## config.mk

```make
export PLATFORM = sky130hd
export DESIGN_NAME = flash_regbank
export DESIGN_NICKNAME = d
export VERILOG_FILES = /design/src/rtl/flash_regbank_pkg.sv /design/src/rtl/fr_lockreg.sv /design/src/rtl/fr_ctrl.sv /design/src/rtl/flash_regbank.sv
export SDC_FILE = /design/constraint.sdc
export NUM_CORES = 1
export LEC_CHECK = 0
export BUFFER_PORTS_ARGS = -buffer_cell sky130_fd_sc_hd__buf_2
export CORE_ASPECT_RATIO = 1.4
export CORE_UTILIZATION = 35
export CTS_BUF_LIST = sky130_fd_sc_hd__clkbuf_16
export DETAILED_ROUTE_END_ITERATION = 10
export HOLD_SLACK_MARGIN = 0.12
export PLACE_DENSITY = 0.6
export SYNTH_ARGS = -nofsm -noshare
export SYNTH_HDL_FRONTEND = slang
export SYNTH_SLANG_ARGS = --single-unit
```

## constraint.sdc

```tcl
create_clock -name clk -period 2.96 [get_ports clk]
set_input_delay 0 -clock clk [delete_from_list [all_inputs] [get_ports clk]]
set_output_delay 0 -clock clk [all_outputs]
set_load 0.05 [all_outputs]
```

## src/rtl/flash_regbank_pkg.sv

```systemverilog
package flash_regbank_pkg;
    localparam int unsigned WORD_W    = 32;
    localparam int unsigned NUM_CFG   = 3;
    localparam int unsigned NUM_DWORD = 4;

    // word indices (byte offset / 4)
    localparam logic [5:0] W_CTL  = 6'h03;
    localparam logic [5:0] W_CMD  = 6'h04;
    localparam logic [5:0] W_ADR  = 6'h05;
    localparam logic [5:0] W_TXD0 = 6'h08;
    localparam logic [5:0] W_RXD0 = 6'h0C;
    localparam logic [5:0] W_GLB  = 6'h1E;

    localparam logic [NUM_CFG-1:0][WORD_W-1:0] CFG_RST =
        {32'h0000_0400, 32'h0300_0002, 32'h0300_100B};
    localparam logic [WORD_W-1:0] CTL_RST = 32'h0001_0000;
    localparam logic [WORD_W-1:0] CMD_RST = 32'h0000_000B;
    localparam logic [WORD_W-1:0] GLB_RST = 32'h0000_000B;

    localparam int unsigned  LOCK_BIT  = 31;
    localparam int unsigned  FRZ_BIT   = 30;
    localparam logic [WORD_W-1:0] FRZ_MASK = 32'h0000_0403;

    localparam int unsigned B_IE   = 25;
    localparam int unsigned B_RDY  = 24;
    localparam int unsigned B_SWCS = 16;
    localparam int unsigned B_DEV  = 8;
    localparam int unsigned B_EXEC = 0;
endpackage

```

## src/rtl/fr_lockreg.sv

```systemverilog
module fr_lockreg
    import flash_regbank_pkg::*;
#(
    parameter logic [WORD_W-1:0] RST_VAL  = '0,
    parameter bit                PART_FRZ = 1'b0
) (
    input  logic              clk,
    input  logic              rst_n,
    input  logic              we,
    input  logic [WORD_W-1:0] wdata,
    output logic [WORD_W-1:0] q
);
    logic [WORD_W-1:0] val_d, val_q;

    always_comb begin
        val_d = val_q;
        if (we && !val_q[LOCK_BIT]) begin
            val_d = wdata;
            if (PART_FRZ && val_q[FRZ_BIT])
                val_d = (wdata & ~FRZ_MASK) | (val_q & FRZ_MASK);
        end
    end

    always_ff @(posedge clk or negedge rst_n) begin
        if (!rst_n) val_q <= RST_VAL;
        else        val_q <= val_d;
    end

    assign q = val_q;

    // a locked word does not move on a bus write
    a_r2_locked_drop: assert property (@(posedge clk) disable iff (!rst_n)
        (we && val_q[LOCK_BIT]) |=> $stable(val_q));

    generate
        if (PART_FRZ) begin : g_frz_chk
            // frozen format bits survive a write
            a_r3_frozen_bits: assert property (@(posedge clk) disable iff (!rst_n)
                (we && val_q[FRZ_BIT]) |=> ((val_q & FRZ_MASK) == ($past(val_q) & FRZ_MASK)));
        end
    endgenerate
endmodule

```

## src/rtl/fr_ctrl.sv

```systemverilog
module fr_ctrl
    import flash_regbank_pkg::*;
#(
    parameter int unsigned NUM_CS = 2
) (
    input  logic              clk,
    input  logic              rst_n,
    input  logic              we,
    input  logic [WORD_W-1:0] wdata,
    input  logic              eng_done,
    output logic [WORD_W-1:0] ctl,
    output logic              start,
    output logic              irq,
    output logic [NUM_CS-1:0] cs_n
);
    localparam logic [2:0] CS_LIM = 3'(NUM_CS);

    typedef struct packed {
        logic [WORD_W-1:0] ctl;
        logic              act;
        logic [1:0]        idx;
        logic              start;
    } ctl_state_t;

    ctl_state_t s_d, s_q;
    logic [WORD_W-1:0] nv;
    logic [1:0]        dev;

    always_comb begin
        s_d       = s_q;
        s_d.start = 1'b0;
        nv        = wdata;
        dev       = s_q.ctl[B_DEV +: 2];
        if (we) begin
            nv[B_RDY] = wdata[B_RDY] ? 1'b0 : s_q.ctl[B_RDY];
            if (s_q.ctl[B_SWCS] != wdata[B_SWCS]) begin
                if (wdata[B_SWCS]) begin
                    if (!(wdata[B_EXEC] || s_q.ctl[B_EXEC]))
                        s_d.act = 1'b0;
                end else if ({1'b0, dev} < CS_LIM) begin
                    s_d.act = 1'b1;
                    s_d.idx = dev;
                end else begin
                    s_d.act = 1'b0;
                end
            end
            nv[B_EXEC] = wdata[B_EXEC] | s_q.ctl[B_EXEC];
            s_d.ctl    = nv;
            s_d.start  = wdata[B_EXEC];
        end
        if (eng_done) begin
            s_d.ctl[B_RDY]  = 1'b1;
            s_d.ctl[B_EXEC] = we & wdata[B_EXEC];
        end
    end

    always_ff @(posedge clk or negedge rst_n) begin
        if (!rst_n) s_q <= '{ctl: CTL_RST, act: 1'b0, idx: 2'd0, start: 1'b0};
        else        s_q <= s_d;
    end

    generate
        for (genvar i = 0; i < NUM_CS; i++) begin : g_cs
            assign cs_n[i] = !(s_q.act && (s_q.idx == 2'(i)));
        end
    endgenerate

    assign ctl   = s_q.ctl;
    assign start = s_q.start;
    assign irq   = s_q.ctl[B_IE] & s_q.ctl[B_RDY];

    // pending command held until completion
    a_r5_exec_held: assert property (@(posedge clk) disable iff (!rst_n)
        (s_q.ctl[B_EXEC] && !eng_done) |=> s_q.ctl[B_EXEC]);
    // completion always leaves ready set
    a_r4_done_sets_rdy: assert property (@(posedge clk) disable iff (!rst_n)
        eng_done |=> s_q.ctl[B_RDY]);
    // writing 0 to ready keeps it
    a_r4_zero_keeps: assert property (@(posedge clk) disable iff (!rst_n)
        (we && !wdata[B_RDY] && s_q.ctl[B_RDY]) |=> s_q.ctl[B_RDY]);
    // plain release drives every select high
    a_r6_release: assert property (@(posedge clk) disable iff (!rst_n)
        (we && wdata[B_SWCS] && !s_q.ctl[B_SWCS] && !wdata[B_EXEC] && !s_q.ctl[B_EXEC])
        |=> (&cs_n));
    // never more than one select low
    a_r7_one_select: assert property (@(posedge clk) disable iff (!rst_n)
        $onehot0(~cs_n));
endmodule

```

## src/rtl/flash_regbank.sv

```systemverilog
module flash_regbank
    import flash_regbank_pkg::*;
#(
    parameter int unsigned ADDR_W = 8,
    parameter int unsigned NUM_CS = 2
) (
    input  logic                        clk,
    input  logic                        rst_n,
    input  logic                        bus_sel,
    input  logic                        bus_wr,
    input  logic [ADDR_W-1:0]           bus_addr,
    input  logic [WORD_W-1:0]           bus_wdata,
    output logic [WORD_W-1:0]           bus_rdata,
    input  logic                        eng_done,
    input  logic                        rd_we,
    input  logic [1:0]                  rd_idx,
    input  logic [WORD_W-1:0]           rd_data,
    output logic                        eng_start,
    output logic [WORD_W-1:0]           drd_cfg_o,
    output logic [WORD_W-1:0]           dwr_cfg_o,
    output logic [WORD_W-1:0]           uma_cfg_o,
    output logic [WORD_W-1:0]           ctl_o,
    output logic [WORD_W-1:0]           cmd_o,
    output logic [WORD_W-1:0]           adr_o,
    output logic [WORD_W-1:0]           glb_o,
    output logic [NUM_DWORD*WORD_W-1:0] txd_o,
    output logic [NUM_CS-1:0]           cs_n,
    output logic                        irq
);
    typedef struct packed {
        logic [WORD_W-1:0]                cmd;
        logic [WORD_W-1:0]                adr;
        logic [WORD_W-1:0]                glb;
        logic [NUM_DWORD-1:0][WORD_W-1:0] txd;
        logic [NUM_DWORD-1:0][WORD_W-1:0] rxd;
    } bank_state_t;

    bank_state_t s_d, s_q;
    logic [5:0]  widx;
    logic        aligned, wr_hit, rx_slot;
    logic [NUM_CFG-1:0][WORD_W-1:0] cfg_q;

    assign widx    = bus_addr[ADDR_W-1:2];
    assign aligned = (bus_addr[1:0] == 2'b00);
    assign wr_hit  = bus_sel && bus_wr && aligned;

    generate
        for (genvar g = 0; g < NUM_CFG; g++) begin : g_cfg
            fr_lockreg #(.RST_VAL(CFG_RST[g]), .PART_FRZ(g == 2)) u_cfg (
                .clk   (clk),
                .rst_n (rst_n),
                .we    (wr_hit && (widx == 6'(g))),
                .wdata (bus_wdata),
                .q     (cfg_q[g])
            );
        end
    endgenerate

    fr_ctrl #(.NUM_CS(NUM_CS)) u_ctrl (
        .clk      (clk),
        .rst_n    (rst_n),
        .we       (wr_hit && (widx == W_CTL)),
        .wdata    (bus_wdata),
        .eng_done (eng_done),
        .ctl      (ctl_o),
        .start    (eng_start),
        .irq      (irq),
        .cs_n     (cs_n)
    );

    always_comb begin
        s_d     = s_q;
        rx_slot = 1'b0;
        if (wr_hit) begin
            if (widx == W_CMD) s_d.cmd = bus_wdata;
            if (widx == W_ADR) s_d.adr = bus_wdata;
            if (widx == W_GLB) s_d.glb = bus_wdata;
            for (int i = 0; i < NUM_DWORD; i++) begin
                if (widx == 6'(W_TXD0 + i)) s_d.txd[i] = bus_wdata;
                if (widx == 6'(W_RXD0 + i)) rx_slot = 1'b1;
            end
        end
        if (rd_we) s_d.rxd[rd_idx] = rd_data;
    end

    always_ff @(posedge clk or negedge rst_n) begin
        if (!rst_n) s_q <= '{cmd: CMD_RST, adr: '0, glb: GLB_RST, txd: '0, rxd: '0};
        else        s_q <= s_d;
    end

    always_comb begin
        bus_rdata = '0;
        if (aligned) begin
            for (int g = 0; g < NUM_CFG; g++)
                if (widx == 6'(g)) bus_rdata = cfg_q[g];
            if (widx == W_CTL) bus_rdata = ctl_o;
            if (widx == W_CMD) bus_rdata = s_q.cmd;
            if (widx == W_ADR) bus_rdata = s_q.adr;
            if (widx == W_GLB) bus_rdata = s_q.glb;
            for (int i = 0; i < NUM_DWORD; i++) begin
                if (widx == 6'(W_TXD0 + i)) bus_rdata = s_q.txd[i];
                if (widx == 6'(W_RXD0 + i)) bus_rdata = s_q.rxd[i];
            end
        end
    end

    assign drd_cfg_o = cfg_q[0];
    assign dwr_cfg_o = cfg_q[1];
    assign uma_cfg_o = cfg_q[2];
    assign cmd_o     = s_q.cmd;
    assign adr_o     = s_q.adr;
    assign glb_o     = s_q.glb;
    assign txd_o     = s_q.txd;

    // bus writes to receive words leave them untouched
    a_r8_rx_readonly: assert property (@(posedge clk) disable iff (!rst_n)
        (rx_slot && !rd_we) |=> $stable(s_q.rxd));
    // misaligned accesses read as zero
    a_r1_misaligned_zero: assert property (@(posedge clk) disable iff (!rst_n)
        !aligned |-> (bus_rdata == '0));
endmodule

```

Yosys cells after proc, flatten, opt, wreduce, memory -nomap -nowiden
Index checks and enable logic that the tools add are counted.
- register bits: 484
- output and inout port bits: 388
- order comparisons: 3
- equality and inequality tests: 17
- muxes and demuxes: 30
- bitwise gates (word level): 5
- reductions and logical operators: 33
- operators by type and width (operator ; count):
    32-bit two-way mux ; 18
    128-bit bitwise mux ; 1
    32-bit demux with 2-bit select ; 1
    6-bit by 4-bit equality test with 1-bit output (second input constant) ; 8
    32-bit by 11-bit OR with 32-bit output ; 1
    29-bit two-way mux ; 1
    2-bit AND reduction ; 8
    6-bit by 2-bit equality test with 1-bit output (second input constant) ; 2
    6-bit by 3-bit equality test with 1-bit output (second input constant) ; 2
    1-bit logical AND ; 12
    6-bit by 1-bit equality test with 1-bit output (second input constant) ; 1
    6-bit by 5-bit equality test with 1-bit output (second input constant) ; 1
    6-bit zero test ; 1
    1-bit two-way mux ; 6
    1-bit zero test ; 5
    2-bit zero test ; 2
    2-bit two-way mux ; 2
    4-bit AND reduction ; 1
    2-bit nonzero test ; 2
    2-bit by 3-bit < comparator with 1-bit output (second input constant) ; 1
    3-bit two-way mux ; 1
    3-bit AND reduction ; 1
    1-bit AND ; 2
    2-bit by 1-bit equality test with 1-bit output (second input constant) ; 1
    7 further kinds ; 7

Logic depth before layout (Yosys ltp)
- word-level depth: 17
- mapped depth: 10
- gate-level depth less buffers: 6

Cells and area by module
Synthesis repeated with hierarchy kept, for this count alone.
- cells, all modules: 1853
- area total of the unflattened synthesis: 23825.4 sq um
- modules (own cells, without submodules) (module ; instances ; cells an instance ; area each (sq um) ; sequential area each (sq um)):
    flash_regbank ; 1 ; 1529 ; 18430.2 ; 8816.0
    fr_ctrl ; 1 ; 119 ; 1647.8 ; 902.1
    fr_lockreg (g_cfg[2].u_cfg) ; 1 ; 69 ; 1293.7 ; 802.0
    fr_lockreg (g_cfg[0].u_cfg) ; 1 ; 68 ; 1228.7 ; 808.3
    fr_lockreg (g_cfg[1].u_cfg) ; 1 ; 68 ; 1224.9 ; 804.5

Worst setup path after synthesis
OpenSTA, ideal clock, no wires.
- path kind: input to output
- start: input bus_addr[3]
- end: output bus_rdata[11]
- arrival: 2.541 ns
- required time: 2.960 ns
- setup slack: 0.419 ns
- stages: 9
- buffers on the path: 3
- cell sequence: buf_6 -> or4b_1 -> buf_4 -> nor2_8 -> buf_4 -> a221oi_1 -> o2111ai_1 -> a31oi_1 -> nor3_1
- word-level cells in the longest chain between the ends: 17
- RTL lines (what ; line ; text):
    start, declared ; flash_regbank.sv:11 ; input logic [ADDR_W-1:0] bus_addr,
    6-bit zero test ; flash_regbank.sv:95 ; if (widx == 6'(g)) bus_rdata = cfg_q[g];
    32-bit two-way mux (3 in a row) ; flash_regbank.sv:95 ;
    32-bit two-way mux ; flash_regbank.sv:96 ; if (widx == W_CTL) bus_rdata = ctl_o;
    32-bit two-way mux ; flash_regbank.sv:97 ; if (widx == W_CMD) bus_rdata = s_q.cmd;
    32-bit two-way mux ; flash_regbank.sv:98 ; if (widx == W_ADR) bus_rdata = s_q.adr;
    32-bit two-way mux ; flash_regbank.sv:99 ; if (widx == W_GLB) bus_rdata = s_q.glb;
    32-bit two-way mux ; flash_regbank.sv:101 ; if (widx == 6'(W_TXD0 + i)) bus_rdata = s_q.txd[i];
    32-bit two-way mux ; flash_regbank.sv:102 ; if (widx == 6'(W_RXD0 + i)) bus_rdata = s_q.rxd[i];
    32-bit two-way mux ; flash_regbank.sv:101 ;
    32-bit two-way mux ; flash_regbank.sv:102 ;
    32-bit two-way mux ; flash_regbank.sv:101 ;
    32-bit two-way mux ; flash_regbank.sv:102 ;
    32-bit two-way mux ; flash_regbank.sv:101 ;
    32-bit two-way mux (*) ; flash_regbank.sv:102 ;
    32-bit two-way mux (*) ; flash_regbank.sv:93 ; if (aligned) begin
    end, declared ; flash_regbank.sv:13 ; output logic [WORD_W-1:0] bus_rdata,
Mark *: on every way between the ends. The rest lies on a longest branch, timed or not.

Worst setup path in the final report
- start: register g_cfg[0].u_cfg.val_q[12]
- end: output bus_rdata[12]
- word-level cells in the longest chain between the ends: 16
- RTL lines (what ; line ; text):
    start, declared ; fr_lockreg.sv:13 ; logic [WORD_W-1:0] val_d, val_q;
    start signal, assigned ; fr_lockreg.sv:26 ; else val_q <= val_d;
    32-bit two-way mux (3 in a row) ; flash_regbank.sv:95 ;
    32-bit two-way mux ; flash_regbank.sv:96 ;
    32-bit two-way mux ; flash_regbank.sv:97 ;
    32-bit two-way mux ; flash_regbank.sv:98 ;
    32-bit two-way mux ; flash_regbank.sv:99 ;
    32-bit two-way mux ; flash_regbank.sv:101 ;
    32-bit two-way mux ; flash_regbank.sv:102 ;
    32-bit two-way mux ; flash_regbank.sv:101 ;
    32-bit two-way mux ; flash_regbank.sv:102 ;
    32-bit two-way mux ; flash_regbank.sv:101 ;
    32-bit two-way mux ; flash_regbank.sv:102 ;
    32-bit two-way mux ; flash_regbank.sv:101 ;
    32-bit two-way mux ; flash_regbank.sv:102 ;
    32-bit two-way mux ; flash_regbank.sv:93 ;
Every way passes these cells.

==> impl_metrics.yaml <==
outcome:
  status: "finished clean"
timing:
  tightest_slew_ps: 789
  fin_tns_setup_ps: 0
  period_share: 0.963
  finalHoldViolCount: 0
  timing.final.crit_period_ps: 2850
  setup_viol: 0
  rsz0062_at_grt: "no"
  slew_headroom: 0.474
  fmax_mhz: 351
  fin_worst_skew_ps: 6.21
  slew_violations: 0
logic_synthesis:
  synth_nets: 2146
  ys_seq_elements: 484
  avgSynthCellArea_sq_um: 11.8
  ys.flop_type: "dfrtp_1"
  synth_warnings: 0
  syn_inst: 2066
  yosysTopAreaCell: "dfrtp_1"
  synth-edff-count: 0
  netlist_top_cells_area: "dfrtp_1 48%, mux2_2 20%, buf_4 8.1%"
  synth_top_area_frac: 0.478
  synthDistinctLibCells: 68
  synthesis.area_sq_um: 24400
  ys_seq_area_frac: 0.497
  synthArstFlopShare: 1.00
floorplan:
  core_area_sq_um: 69000
  die_area_sq_um: 70900
  initial_utilization: 0.354
  rows: 114
  io_pins: 468
  die_x_microns: 225
  die_y_microns: 315
clock_network:
  cts_made_buffers: 50
  cts_root_buf: "clkbuf_16"
  worstSkewPairLatency_ps: 600
  cts_tree: "built"
  clock_sinks: 484
  htreeDepth: 2
  cts_max_path_buffers: 3
  path_clk_slew_ps: 60
critical_path:
  path_class: "flop to output port"
  cp.arrival_ps: 2850
  worstSetupEndpointType: "output port"
  path_max_fanout: 3
  startpoint_type: "flop"
  crit_required_ps: 2960
route:
  wl_per_cell_microns: 30.0
  vias: 18600
  routed_wl_mm: 99.7
  drtIter0Drc: 1354
  firstDrtPassIters: 6
  viasPerCell: 5.58
  drc: 0
  antenna_left: 0
finish:
  layout_commonest_cell: "dfrtp_1"
  areaGrowthSynthToFinish_pct: 18.0
  final_nets: 2431
  final_cell_mix: "467 x dfrtp_1, 456 x buf_2, 439 x mux2_2, 97 x nand2_1, 92 x nor2_1"
  drive_gt1_frac: 0.476
  fill_cells: 6688
  stdcell_count: 3322
pwr:
  leakagePower_nw: 14.5
  vdd_drop_max_mv: 0.362
  powerDensity_nw_per_um2: 555
placement:
  dpl.hpwl_mm: 74.7
  place_congestion: 0.901
  port_buffers: 467
  placedCellCount: 3158
hold_path:
  hold_path_class: "input pin to flop"
grt:
  antenna_found_initial: 4
  grt_start_max_net_pins: 89
  grtUsageTotal: 0.277
  grt_pass1_wl_mm: 140
  grt-ovfl-total: 0
  grt_pass1_vias: 18900
flow_run:
  drv_cap: 0
==> cells by family after synthesis <==
logic type,Yosys count,synth area share
multiplexers,484,0.224
flip-flops,484,0.497
buffers and inverters,414,0.110
AO/OA/AOI/OAI,386,0.107
AND/OR/NAND/NOR,298,0.0617
==> cell type report <==
class                           instances  area, sq um  share of cell area
Multi-Input combinational cell       1168         9650               0.335
Inverter                                6         22.5            0.000781
Clock buffer                           53         1330              0.0460
Timing Repair Buffer                  641         4170               0.145
Antenna cell                            3         7.51            0.000260
Sequential cell                       484        12100               0.421
Tap cell                              928         1160              0.0403
Clock inverter                         39          355              0.0123
==> flip-flops by register name (all words and copies together) (netlist names) <==
| name | flops |
|---|---|
| adr_o | 32 |
| cmd_o | 32 |
| g_cfg.u_cfg.q | 96 |
| glb_o | 32 |
| s_q | 128 |
| txd_o | 128 |
| u_ctrl.ctl | 32 |
| u_ctrl.s_q | 3 |
| u_ctrl.start | 1 |
==> synthesized netlist by cell type, types with 18 or more instances <==
cell type / count
dfrtp_1: 467
mux2_2: 439
buf_4: 264
nand2_1: 99
nor2_1: 94
clkbuf_1: 81
o21ai_0: 78
a21oi_1: 56
o22ai_1: 52
buf_2: 44
a22oi_1: 43
a221oi_1: 40
mux2_1: 30
nand3_1: 20
o221ai_1: 20
a31oi_1: 18
nor3_1: 18
==> critical path, stage by stage (launching register included) <==
cell and delay (ps):
dfstp_2 540, mux2i_1 150, a21oi_1 220, o221ai_1 150
buf_4 160, a31oi_2 370, o21ai_0 230, o21ai_0 130
buf_2 300
==> report_power, final <==
group	total, W	internal (W)	switching [W]
Combinational	0.00196	0.000690	0.00127
Clock	0.00660	0.00383	0.00277
Sequential	0.00744	0.00708	0.000353
Total	0.0160	0.0116	0.00440
==> worst paths after layout <==
path / to / depth (start not counted) / slack [ps] / start
setup / recovery: bus_rdata[12] / 8 / 110 / g_cfg[0].u_cfg.q[12]
hold / removal: s_q[108] / 4 / 200 / rd_we
setup reg to reg: g_cfg[1].u_cfg.q[28] / 3 / 1300 / g_cfg[1].u_cfg.q[31]
hold reg to reg: cmd_o[0] / 2 / 490 / cmd_o[0]
max in group asynchronous: g_cfg[1].u_cfg.q[25] / 4 / 1820 / rst_n
min in group asynchronous: txd_o[45] / 4 / 630 / rst_n
==> layer usage <==
metal | track usage | up-vias | part of all wire
met5 | 0 | - | 0.00036
met1 | 0.307 | 9614 | 0.36
met3 | 0.0524 | 206 | 0.066
met4 | 0.145 | 6 | 0.057
li1 | - | 7872 | -
met2 | 0.500 | 854 | 0.52
==> what timing repair did <==
action                                 CTS  global route
hold buffers                            69             0
resized for setup                        3             2
endpoints found under the hold margin  941             0
setup endpoints to repair                3             1
gates cloned                             0             0
buffers inserted                         0             0
==> per-stage QoR <==
step                area [sq um]  total power [W]  setup WS, ps  utilization  hold slack, ps
finish                     28800           0.0160           110        0.417             201
CTS                        28800           0.0161          52.9        0.417             177
floorplan                  24400          0.00873           419            -            -296
global route               28800           0.0165          25.1        0.417             215
detailed placement         26400          0.00944           165        0.382            9.05
global placement           26400          0.00938           196        0.382            8.08
Power figures use the tool's default switching activity.
